`config.mk`:
```
export PLATFORM = sky130hd
export DESIGN_NAME = ext_reg_window
export DESIGN_NICKNAME = d
export VERILOG_FILES = /design/src/rtl/ext_win_pkg.sv /design/src/rtl/ext_win_dec.sv /design/src/rtl/ext_win_bank.sv /design/src/rtl/ext_win_cal.sv /design/src/rtl/ext_reg_window.sv
export SDC_FILE = /design/constraint.sdc
export NUM_CORES = 1
export LEC_CHECK = 0
export CAP_MARGIN = 20
export CORE_MARGIN = 2
export CORE_UTILIZATION = 52
export DETAILED_ROUTE_END_ITERATION = 8
export PLACE_DENSITY = 0.95
export SYNTH_ARGS = -nofsm -noshare
export SYNTH_HDL_FRONTEND = slang
export SYNTH_SLANG_ARGS = --single-unit
```
`constraint.sdc`:
```
create_clock -name clk_i -period 3.7 [get_ports clk_i]
set_input_delay 0.74 -clock clk_i [delete_from_list [all_inputs] [get_ports clk_i]]
set_output_delay 0.74 -clock clk_i [all_outputs]
set_load 0.1 [all_outputs]
```
`src/rtl/ext_win_pkg.sv`:
```
package ext_win_pkg;
  localparam int unsigned FLAG_WR_BIT = 15;
  localparam int unsigned FLAG_RD_BIT = 14;

  typedef enum logic [1:0] {
    OP_NONE  = 2'd0,
    OP_FETCH = 2'd1,
    OP_STORE = 2'd2
  } win_op_e;
endpackage

```
`src/rtl/ext_win_dec.sv`:
```
module ext_win_dec
  import ext_win_pkg::*;
#(
  parameter int unsigned AW = 5,
  parameter logic [AW-1:0] CMD_ADDR = 5'h1E,
  parameter logic [AW-1:0] DATA_ADDR = 5'h1F
) (
  input  logic          we_i,
  input  logic [AW-1:0] addr_i,
  input  logic          flag_wr_i,
  input  logic          flag_rd_i,
  output logic          data_we_o,
  output logic          cmd_we_o,
  output win_op_e       op_o
);
  assign data_we_o = we_i && (addr_i == DATA_ADDR);
  assign cmd_we_o  = we_i && (addr_i == CMD_ADDR);

  // write flag wins over read flag
  always_comb begin
    op_o = OP_NONE;
    if (cmd_we_o) begin
      if (flag_wr_i)      op_o = OP_STORE;
      else if (flag_rd_i) op_o = OP_FETCH;
    end
  end
endmodule

```
`src/rtl/ext_win_bank.sv`:
```
module ext_win_bank #(
  parameter int unsigned DW = 16,
  parameter int unsigned IW = 8,
  parameter int unsigned NUM = 3,
  parameter logic [IW-1:0] BASE = 8'h30
) (
  input  logic              clk_i,
  input  logic              rst_ni,
  input  logic              store_i,
  input  logic [IW-1:0]     idx_i,
  input  logic [DW-1:0]     wdata_i,
  output logic [NUM*DW-1:0] regs_o,
  output logic [DW-1:0]     rd_val_o
);
  logic [NUM-1:0] hit;

  for (genvar i = 0; i < NUM; i++) begin : g_slot
    localparam logic [IW-1:0] SLOT_IDX = BASE + IW'(i);
    logic [DW-1:0] val_q;

    assign hit[i] = (idx_i == SLOT_IDX);

    always_ff @(posedge clk_i or negedge rst_ni) begin
      if (!rst_ni)                val_q <= '0;
      else if (store_i && hit[i]) val_q <= wdata_i;
    end

    assign regs_o[i*DW +: DW] = val_q;
  end

  always_comb begin
    rd_val_o = '0;
    for (int k = 0; k < NUM; k++) begin
      if (hit[k]) rd_val_o = regs_o[k*DW +: DW];
    end
  end
endmodule

```
`src/rtl/ext_win_cal.sv`:
```
module ext_win_cal (
  input  logic clk_i,
  input  logic rst_ni,
  input  logic en_bit_i,
  input  logic mode_bit_i,
  input  logic latch_bit_i,
  output logic active_o,
  output logic mode0_o,
  output logic start_o,
  output logic latch_o
);
  logic en_prev_q, latch_prev_q;

  always_ff @(posedge clk_i or negedge rst_ni) begin
    if (!rst_ni) begin
      en_prev_q    <= 1'b0;
      latch_prev_q <= 1'b0;
    end else begin
      en_prev_q    <= en_bit_i;
      latch_prev_q <= latch_bit_i;
    end
  end

  assign active_o = en_bit_i;
  assign mode0_o  = mode_bit_i;
  assign start_o  = en_bit_i & ~en_prev_q;
  assign latch_o  = latch_bit_i & ~latch_prev_q;
endmodule

```
`src/rtl/ext_reg_window.sv`:
```
module ext_reg_window
  import ext_win_pkg::*;
#(
  parameter int unsigned DW = 16,
  parameter int unsigned AW = 5,
  parameter int unsigned IW = 8,
  parameter int unsigned NUM = 3,
  parameter logic [IW-1:0] BASE = 8'h30,
  parameter logic [AW-1:0] CMD_ADDR = 5'h1E,
  parameter logic [AW-1:0] DATA_ADDR = 5'h1F,
  parameter int unsigned CAL_SLOT = 2,
  parameter int unsigned EN_BIT = 0,
  parameter int unsigned MODE_BIT = 1,
  parameter int unsigned LATCH_BIT = 4
) (
  input  logic              clk_i,
  input  logic              rst_ni,
  input  logic [AW-1:0]     addr_i,
  input  logic [DW-1:0]     wdata_i,
  input  logic              we_i,
  input  logic              re_i,
  output logic [DW-1:0]     rdata_o,
  output logic [NUM*DW-1:0] ext_regs_o,
  output logic              cal_active_o,
  output logic              cal_mode0_o,
  output logic              cal_start_o,
  output logic              cal_latch_o
);
  localparam int unsigned CAL_LSB = CAL_SLOT * DW;

  logic          data_we, cmd_we;
  win_op_e       op;
  logic [DW-1:0] data_q, rd_val;
  logic [IW-1:0] idx_q, idx_new;

  ext_win_dec #(.AW(AW), .CMD_ADDR(CMD_ADDR), .DATA_ADDR(DATA_ADDR)) u_dec (
    .we_i      (we_i),
    .addr_i    (addr_i),
    .flag_wr_i (wdata_i[FLAG_WR_BIT]),
    .flag_rd_i (wdata_i[FLAG_RD_BIT]),
    .data_we_o (data_we),
    .cmd_we_o  (cmd_we),
    .op_o      (op)
  );

  // a command acts on the index it carries
  assign idx_new = cmd_we ? wdata_i[IW-1:0] : idx_q;

  ext_win_bank #(.DW(DW), .IW(IW), .NUM(NUM), .BASE(BASE)) u_bank (
    .clk_i    (clk_i),
    .rst_ni   (rst_ni),
    .store_i  (op == OP_STORE),
    .idx_i    (idx_new),
    .wdata_i  (data_q),
    .regs_o   (ext_regs_o),
    .rd_val_o (rd_val)
  );

  always_ff @(posedge clk_i or negedge rst_ni) begin
    if (!rst_ni) begin
      data_q <= '0;
      idx_q  <= '0;
    end else begin
      if (cmd_we) idx_q <= wdata_i[IW-1:0];
      if (data_we)              data_q <= wdata_i;
      else if (op == OP_FETCH)  data_q <= rd_val;
    end
  end

  always_comb begin
    rdata_o = '0;
    if (re_i) begin
      if (addr_i == CMD_ADDR)       rdata_o = {{(DW-IW){1'b0}}, idx_q};
      else if (addr_i == DATA_ADDR) rdata_o = data_q;
    end
  end

  ext_win_cal u_cal (
    .clk_i       (clk_i),
    .rst_ni      (rst_ni),
    .en_bit_i    (ext_regs_o[CAL_LSB + EN_BIT]),
    .mode_bit_i  (ext_regs_o[CAL_LSB + MODE_BIT]),
    .latch_bit_i (ext_regs_o[CAL_LSB + LATCH_BIT]),
    .active_o    (cal_active_o),
    .mode0_o     (cal_mode0_o),
    .start_o     (cal_start_o),
    .latch_o     (cal_latch_o)
  );
endmodule

```
==> flow_summary_export.csv, run 1 <==
group,metric,value,unit
outcome,status,"finished clean",
layout,final_nets,382,
critical_path,crit_required,2.96,ns
power,swShare,26.79,%
critical_path,end_kind,"output port",
yosys,ys_seq_area_share,55.31,%
yosys,syn_area,3348,um2
yosys,syn_nets,288,
sta,rsz0062_at_grt,"no",
sta,worst_slack,0.5697,ns
sta,tightest_slew,1.015,ns
clocking,clockBufferDepth,2,
detailed_routing,routed_wirelength,9.092,mm
detailed_routing,drc,0,
critical_path,r2r_cells,3,
critical_path,worstSetupStartpointType,"primary input",
sta,setup_violations,0,
detailed_routing,drtPass1Iterations,5,
power,ir_drop,275.3,uV
sta,fin_crit,3.130,ns
layout,fillers,405,
yosys,synth_edf_count,0,
layout,n_antenna_cell,0,
layout,register_area,1852,um2
clocking,htree_levels,3,
sta,fmax,319.5,MHz
yosys,synth.ff_latch_count,74,
detailed_routing,antenna_left,0,
detailed_routing,routed_via_density,6.269,
floorplan,fp.dieArea,7096,um2
clocking,cts_root_buffer,"clkbuf_8",
detailed_routing,vias,2746,
min_path,whs_endpoint,"u_cal.latch_prev_q",
floorplan,die_h,84.24,um
power,internal_power,1.252,mW
critical_path,path_cells,"clkdlybuf4s50_1, and4_1, and3_1, buf_4, a22o_1, buf_12",
yosys,synth_warnings,0,
floorplan,core_area,6277,um2
power,net-switching-power,0.4580,mW
layout,final_common_cell,"clkdlybuf4s50_1",
yosys,synth_area_leaders,"dfrtp_1 (55%), mux2_2 (18%), a221oi_1 (4.2%)",
power,p_per_area,364.6,nW/um2
min_path,holdPathStages,0,
clocking,cts_num_sinks,74,
sta,slew_headroom,32.13,%
placement,dp_hpwl,5.906,mm
global_route,grt_max_degree,75,
yosys,synth-async-reset-ratio,100.0,%
run,drv_cap,0,
sta,finalHoldViolations,0,
layout,multiInputGateArea,1388,um2
critical_path,cp.arrival,2.39,ns
detailed_routing,wire_per_inst,20.76,um
critical_path,crit_slowest_cell,"clkdlybuf4s50_1",
clocking,clock_latency,0.35,ns
placement,routabilityCongestion,0.8127,
layout,drive_gt1_share,28.81,%
yosys,synth_top_area_share,55.31,%
yosys,synthFlopType,"dfrtp_1",
global_route,grt_pass1_vias,2871,
global_route,gr-total-overflow,0,
critical_path,r2r_slack,2.57,ns
layout,syn_to_final_growth,40.06,%
placement,port_buffers,92,
global_route,antenna_found_initial,0,
clocking,cts_resized,0,
floorplan,start_util,53.34,%
min_path,hold_path_class,"reg2reg",
power,leakage,2.093,nW
clocking,numCtsBuffers,9,
floorplan,die_w,84.24,um
floorplan,row_count,29,
clocking,cts_tree,"yes",
floorplan,ios,93,
power,pwr-share-comb,10.2,%
power,finalPower,1.710,mW
power,pwr-share-clk,34.6,%
sta,slew_violations,0,
clocking,hold_buffers,0,
sta,clock_skew,0.01410,ns
min_path,hp-start,"u_bank.g_slot[2].val_q[4]",
yosys,syn_inst,263,
sta,tns,0,ns
critical_path,slowest_delay,0.47,ns
yosys,synth.avg_cell_area,12.73,um2
placement,dp_slack,0.5727,ns
clocking,path_clk_slew,0.07,ns
placement,place_inst,423,
global_route,grt_use_total,26.44,%
yosys,yosysUniqueCellTypes,34,
yosys,yosysTopAreaCell,"dfrtp_1",
clocking,cts_setup_buffers,0,
power,seq_power_share,55.3,%
sta,finalCritPeriodShare,84.60,%
layout,instances_no_fill,438,
critical_path,path_class,"in2out",
critical_path,r2r_end,"data_q[15]",
critical_path,reg2reg_from,"idx_q[1]",
layout,layout_common_cells,"clkdlybuf4s50_1 (75), dfrtp_1 (74), mux2_2 (54), nand2_1 (18)",
critical_path,worst-path-max-fanout,16,
global_route,grt_pass1_wl,14.59,mm
detailed_routing,drt-initial-drc-count,277,
## power groups by stage
stage	clock [mW]	sequential [mW]	combinational [mW]
final	0.591	0.945	0.174
after global routing	0.628	0.955	0.191
after CTS	0.592	0.943	0.175
after detailed placement	0	0.957	0.172
after global placement	0	0.952	0.165
after floorplan	0	0.935	0.0965
## cell usage after synthesis, types with 2 or more instances
cell,number
dfrtp_1,74
buf_2,6
and2_1,8
nor2_1,5
a221oi_1,16
a21o_1,2
nor2b_1,4
mux2_2,54
a22o_1,8
nand2b_1,2
and3_1,2
o221ai_1,15
clkbuf_1,9
nand2_1,18
nand3_1,3
buf_4,4
a21oi_1,16
## worst max path at each step
stage,start,to,depth (start not counted)
after floorplan,addr_i[3],rdata_o[6],6
after global placement,we_i,data_q[2],6
after detailed placement,addr_i[2],rdata_o[3],6
after CTS,addr_i[2],rdata_o[3],6
after global routing,addr_i[3],rdata_o[6],6
final,addr_i[3],rdata_o[3],6
## state kept, by name, indices dropped and copies added (netlist names)
signal,count
data_q,16
idx_q,8
u_bank.g_slot.val_q,48
u_cal.en_prev_q,1
u_cal.latch_prev_q,1
## metrics by stage
stage	utilization [%]	instance area, um2	hold slack [ns]
after floorplan	-	3348	0.4038
after global placement	71.70	4501	0.4302
after detailed placement	71.70	4501	0.4343
after CTS	74.71	4690	0.4515
after global routing	74.71	4690	0.4735
final	74.71	4690	0.4467
## kinds of logic after synthesis
family                 share of synthesized area, %
DFF                                           55.31
AOI/OAI and AO/OA                             13.71
muxes                                         18.50
and+or+nand+nor                               9.230
buffers and inverters                         3.251
## metal layers
metal / GRT usage, % / part of all wire [%] / vias up
met5: 0 / 0 / -
met4: 11.73 / 1.7 / 0
met3: 4.818 / 8.0 / 14
met2: 42.35 / 50 / 153
met1: 35.46 / 40 / 1400
li1: - / - / 1179
## final cells by class
class	count	area share [%]
Multi-Input combinational cell	168	29.59
Clock inverter	3	0.5069
Tap cell	77	2.054
Clock buffer	12	3.522
Timing Repair Buffer	103	24.76
Sequential cell	74	39.49
Inverter	1	0.08004
## critical path, delay by kind of cell
family / cells / cell delay, ns
buf+inv: 3 / 0.87
compound gates: 1 / 0.25
simple gates: 2 / 0.51
No activity file was read; power rests on OpenSTA's default activity.
==> run 2, diff against run 1 <==
--- a/config.mk
+++ b/config.mk
@@ -7,9 +7,9 @@
 export LEC_CHECK = 0
 export CAP_MARGIN = 20
 export CORE_MARGIN = 2
-export CORE_UTILIZATION = 52
+export CORE_UTILIZATION = 43
 export DETAILED_ROUTE_END_ITERATION = 8
-export PLACE_DENSITY = 0.95
+export PLACE_DENSITY = 0.86
 export SYNTH_ARGS = -nofsm -noshare
 export SYNTH_HDL_FRONTEND = slang
 export SYNTH_SLANG_ARGS = --single-unit
==> constraint.sdc (replaced) <==
create_clock -name clk_i -period 2.8 [get_ports clk_i]
set_input_delay 0.56 -clock clk_i [delete_from_list [all_inputs] [get_ports clk_i]]
set_output_delay 0.56 -clock clk_i [all_outputs]
set_load 0.1 [all_outputs]
==> run 2 against run 1 <==
  * Non-clock buffer count is 14 higher
  * Wire length grew 0.35%
  * Critical endpoint is now rdata_o[7]
  * Clock skew is 0.0078 ns lower
  * Utilization shrank 13 points
  * Highest routed layer unchanged
  * Setup slack got worse by 0.43 ns
  * Via count is 0.95% lower
  * Combinational power increased by 36%
  * Die area up 20%
  * Register-to-register slack got worse by 0.89 ns
  * Critical path depth stayed put
==> flow_summary_export.csv, run 2 (synthesis results as in run 1) <==
group,metric,value,unit
critical_path,worstSetupEndpoint,"rdata_o[7]",
detailed_routing,routed_wirelength,9.124,mm
critical_path,crit_start,"addr_i[2]",
sta,finalHoldViolations,0,
sta,fmax,375.9,MHz
layout,drive_gt1_share,45.48,%
detailed_routing,drc,0,
layout,reg.largest.list,"u_bank.g_slot.val_q: 48 flops, data_q: 16 flops, idx_q: 8 flops",
clocking,cts_resized,0,
detailed_routing,routed_via_density,5.690,
power,leakage,2.294,nW
layout,final_area,4738,um2
clocking,cts_tree,"yes",
layout,n_antenna_cell,0,
detailed_routing,drt-initial-drc-count,162,
sta,fin_crit,2.660,ns
global_route,antenna_found_initial,0,
critical_path,crit_required,2.24,ns
floorplan,core_area,7647,um2
layout,syn_to_final_growth,41.52,%
sta,clock_skew,0.006285,ns
layout,final_common_cell,"buf_4",
sta,setup_violations,0,
clocking,htree_levels,3,
critical_path,r2r_slack,1.68,ns
clocking,hold_buffers,0,
power,ir_drop,306.1,uV
clocking,cts_root_buffer,"clkbuf_8",
critical_path,r2r_cells,3,
sta,rsz0062_at_grt,"no",
placement,dp_hpwl,6.343,mm
placement,routabilityCongestion,0.7575,
critical_path,worst-path-max-fanout,9,
layout,instances_no_fill,478,
layout,largest_reg_flops,48,
detailed_routing,drtPass1Iterations,5,
detailed_routing,vias,2720,
global_route,grt_pass1_vias,2712,
detailed_routing,wire_per_inst,19.09,um
global_route,grt_pass1_wl,14.27,mm
floorplan,die_h,92.24,um
sta,tightest_slew,0.9174,ns
clocking,cts_num_sinks,74,
clocking,clockBufferDepth,2,
clocking,cts_setup_buffers,0,
sta,finalCritPeriodShare,95.02,%
clocking,path_clk_slew,0.07,ns
critical_path,worstSetupStartpointType,"primary input",
placement,port_buffers,92,
run,drv_cap,0,
floorplan,die_w,92.24,um
sta,slew_headroom,38.84,%
power,finalPower,2.417,mW
min_path,hold_path_class,"in2async",
floorplan,row_count,32,
floorplan,start_util,43.78,%
layout,layout_common_cells,"buf_4 (78), dfrtp_1 (74), mux2_2 (54), clkdlybuf4s50_1 (23), nand2_1 (18)",
critical_path,r2r_end,"data_q[15]",
critical_path,reg2reg_from,"idx_q[1]",
power,p_per_area,510.1,nW/um2
global_route,gr-total-overflow,0,
critical_path,end_kind,"output port",
detailed_routing,antenna_left,0,
clocking,numCtsBuffers,9,
clocking,clock_latency,0.34,ns
critical_path,cp.arrival,2.10,ns
floorplan,fp.dieArea,8508,um2
floorplan,ios,93,
sta,slew_violations,0,
placement,place_inst,462,
layout,final_nets,396,
critical_path,path_class,"in2out",
global_route,grt_max_degree,75,
sta,tns,0,ns
global_route,grt_use_total,22.03,%
placement,placed_cell_area,4509,um2
outcome,status,"finished clean",
layout,regMostFlops,"u_bank.g_slot.val_q",
[run 2: power by group]
group          internal, mW  switching, mW  leakage, nW
Clock                 0.551          0.384        0.117
Sequential             1.15         0.0940        0.994
Combinational         0.113          0.123         1.18
Total                  1.82          0.601         2.29
[run 2: layout make-up]
class,count,area [um2]
Clock inverter,4,73.82
Clock buffer,12,155.1
Inverter,1,3.754
Timing Repair Buffer,117,1136
Multi-Input combinational cell,168,1390
Fill cell,596,2909
Sequential cell,74,1852
Tap cell,102,127.6
[run 2: how the worst min path moves through the flow]
stage,from,endpoint,slack [ns],depth (start not counted)
finish,rst_ni,data_q[0],0.35,1
global route,rst_ni,u_bank.g_slot[2].val_q[12],0.43,1
CTS,rst_ni,u_bank.g_slot[2].val_q[12],0.38,1
detailed placement,u_bank.g_slot[2].val_q[4],u_cal.latch_prev_q,0.44,0
global placement,u_bank.g_slot[2].val_q[4],u_cal.latch_prev_q,0.44,0
floorplan,rst_ni,data_q[0],0.26,0
[run 2: layer usage]
metal	routed length [um]	vias up	GRT usage, %
li1	-	1216	-
met1	3970	1375	31.22
met2	4388	114	33.70
met3	639	15	6.081
met4	126	0	5.597
met5	0	-	0
[run 2: stage by stage]
stage	setup slack, ns	util, %	hold WS, ns
floorplan	0.01576	-	0.2644
global placement	0.1561	58.97	0.4387
detailed placement	0.1326	58.97	0.4384
CTS	0.1269	61.96	0.3798
global route	0.05605	61.96	0.4295
finish	0.1395	61.96	0.3478
[run 2: critical path, cell delays in order]
cell and delay [ns]:
clkdlybuf4s50_1 0.48, and4_1 0.25, and3_1 0.19, buf_4 0.18
a22o_1 0.24, buf_12 0.19
==> run 3, diff against run 2 <==
--- a/config.mk
+++ b/config.mk
@@ -7,9 +7,9 @@
 export LEC_CHECK = 0
 export CAP_MARGIN = 20
 export CORE_MARGIN = 2
-export CORE_UTILIZATION = 43
+export CORE_UTILIZATION = 25
 export DETAILED_ROUTE_END_ITERATION = 8
-export PLACE_DENSITY = 0.86
+export PLACE_DENSITY = 0.59
 export SYNTH_ARGS = -nofsm -noshare
 export SYNTH_HDL_FRONTEND = slang
 export SYNTH_SLANG_ARGS = --single-unit
==> run 3 against run 2 <==
  * First-iteration DRC count up 12%
  * Worst hold slack improved by 0.016 ns
  * Utilization is 25 points lower
  * Critical path depth is the same
  * Global-route usage fell by 7.2 points
  * Count of clock-buffer cells in the layout fell by 3
  * Via count decreased by 1.7%
  * Setup slack worse by 0.023 ns
  * Sequential power about the same
  * Largest cell class unchanged
==> flow_summary_export.csv, run 3 (synthesis results as in run 1) <==
group,metric,value,unit
outcome,status,"finished clean",
detailed_routing,routed_via_density,4.887,
layout,drive_gt1_share,45.01,%
global_route,gr-total-overflow,0,
clocking,clock_latency,0.32,ns
clocking,cts_tree,"yes",
sta,clock_skew,0.003428,ns
sta,fmax,372.7,MHz
power,ir_drop,308.5,uV
clocking,cts_num_sinks,74,
floorplan,die_w,119.7,um
critical_path,reg2reg_from,"idx_q[0]",
placement,placed_cell_area,4602,um2
layout,final_area,4921,um2
layout,final_nets,391,
critical_path,crit_start,"addr_i[4]",
layout,n_antenna_cell,0,
placement,routabilityCongestion,0.8006,
placement,place_inst,531,
placement,port_buffers,92,
critical_path,crit_slowest_cell,"clkdlybuf4s50_1",
layout,regMostFlops,"u_bank.g_slot.val_q",
critical_path,cp_common_cell,"buf_12",
placement,dp_hpwl,7.273,mm
sta,slew_headroom,36.65,%
global_route,grt_pass1_wl,16.04,mm
clocking,cts_root_buffer,"clkbuf_16",
layout,final_util,37.46,%
floorplan,ios,93,
floorplan,core_area,13140,um2
sta,finalHoldViolations,0,
power,leakage,2.313,nW
detailed_routing,wire_per_inst,18.84,um
critical_path,path_cells,"clkdlybuf4s50_1, and4_1, and3_1, buf_12, a22o_1, buf_12",
detailed_routing,antenna_left,0,
clocking,htree_levels,3,
min_path,hold_path_class,"in2async",
sta,finalCritPeriodShare,95.84,%
critical_path,r2r_cells,4,
critical_path,worst-path-max-fanout,13,
critical_path,r2r_slack,1.74,ns
floorplan,start_util,25.49,%
detailed_routing,vias,2673,
run,drv_cap,0,
critical_path,path_class,"in2out",
layout,syn_to_final_growth,46.97,%
sta,rsz0062_at_grt,"no",
detailed_routing,drt-initial-drc-count,181,
sta,tightest_slew,0.9502,ns
detailed_routing,routed_wirelength,10.30,mm
floorplan,die_h,119.7,um
layout,multiInputGateArea,1390,um2
critical_path,cp.arrival,2.12,ns
layout,final_common_cell,"dfrtp_1",
global_route,grt_pass1_vias,2771,
layout,instances_no_fill,547,
sta,fin_crit,2.683,ns
detailed_routing,drtPass1Iterations,4,
critical_path,slowest_delay,0.48,ns
critical_path,path_delay_family,"buffers and inverters",
sta,tns,0,ns
sta,slew_violations,0,
clocking,hold_buffers,0,
floorplan,fp.dieArea,14330,um2
layout,register_area,1852,um2
clocking,path_clk_slew,0.06,ns
power,finalPower,2.694,mW
power,p_per_area,547.5,nW/um2
layout,fillers,1313,
detailed_routing,drc,0,
critical_path,path_buf_inv,3,
floorplan,row_count,42,
critical_path,end_kind,"output port",
global_route,grt_max_degree,75,
sta,setup_violations,0,
clocking,cts_resized,0,
clocking,numCtsBuffers,9,
critical_path,crit_required,2.24,ns
critical_path,cp.depth,6,
global_route,grt_use_total,14.79,%
layout,largest_reg_flops,48,
global_route,antenna_found_initial,0,
clocking,cts_setup_buffers,0,
critical_path,worstSetupStartpointType,"primary input",
layout,reg.largest.list,"u_bank.g_slot.val_q: 48 flops, data_q: 16 flops, idx_q: 8 flops",
clocking,clockBufferDepth,2,
layout,layout_common_cells,"dfrtp_1 (74), buf_4 (70), mux2_2 (54), clkdlybuf4s50_1 (23), buf_12 (19)",
[run 3: changes by cell type in the layout (fill, tap and decap cells not counted)]
cell,previous run,this run
buf_4,78,70
clkinvlp_4,0,2
buf_12,16,19
clkbuf_16,0,9
clkbuf_1,1,0
clkinv_2,1,2
clkbuf_8,11,0
[run 3: final timing paths]
check | end
setup / recovery | rdata_o[1]
hold / removal | data_q[9]
setup reg to reg | data_q[14]
hold reg to reg | u_cal.latch_prev_q
max in group asynchronous | u_bank.g_slot[0].val_q[9]
min in group clk_i | u_cal.latch_prev_q
[run 3: stage by stage]
stage          worst slack, ns  hold slack [ns]
6_report                0.1166           0.3633
5_1_grt                0.03743           0.4678
2_1_floorplan          0.01576           0.2644
4_1_cts                 0.1124           0.4204
3_3_place_gp            0.1672           0.4334
3_5_place_dp            0.1123           0.4522
[run 3: cell type report]
class / count / share of cell area [%]
sequential: 74 / 37.63
multi-input combinational: 168 / 28.25
timing repair buffer: 112 / 23.09
clock buffer: 9 / 4.577
tap: 176 / 4.475
clock inverter: 7 / 1.907
inverter: 1 / 0.07628
[run 3: metal layers]
layer | GRT usage (%) | share of wire [%]
met1 | 20.88 | 46
met5 | 0 | 0
met2 | 21.96 | 45
met3 | 4.278 | 7.5
met4 | 4.412 | 1.7
[run 3: worst reg2reg max path: stages, from the launching register on]
cell     delay [ns]
dfrtp_1        0.36
inv_1          0.08
nor4b_1        0.30
a21oi_1        0.09
a21oi_1        0.15
[run 3: power by group]
part / internal, mW / switching (mW) / leakage, nW
combinational: 0.112 / 0.116 / 1.17
clock: 0.778 / 0.438 / 0.151
sequential: 1.15 / 0.0958 / 0.994
total: 2.04 / 0.650 / 2.31
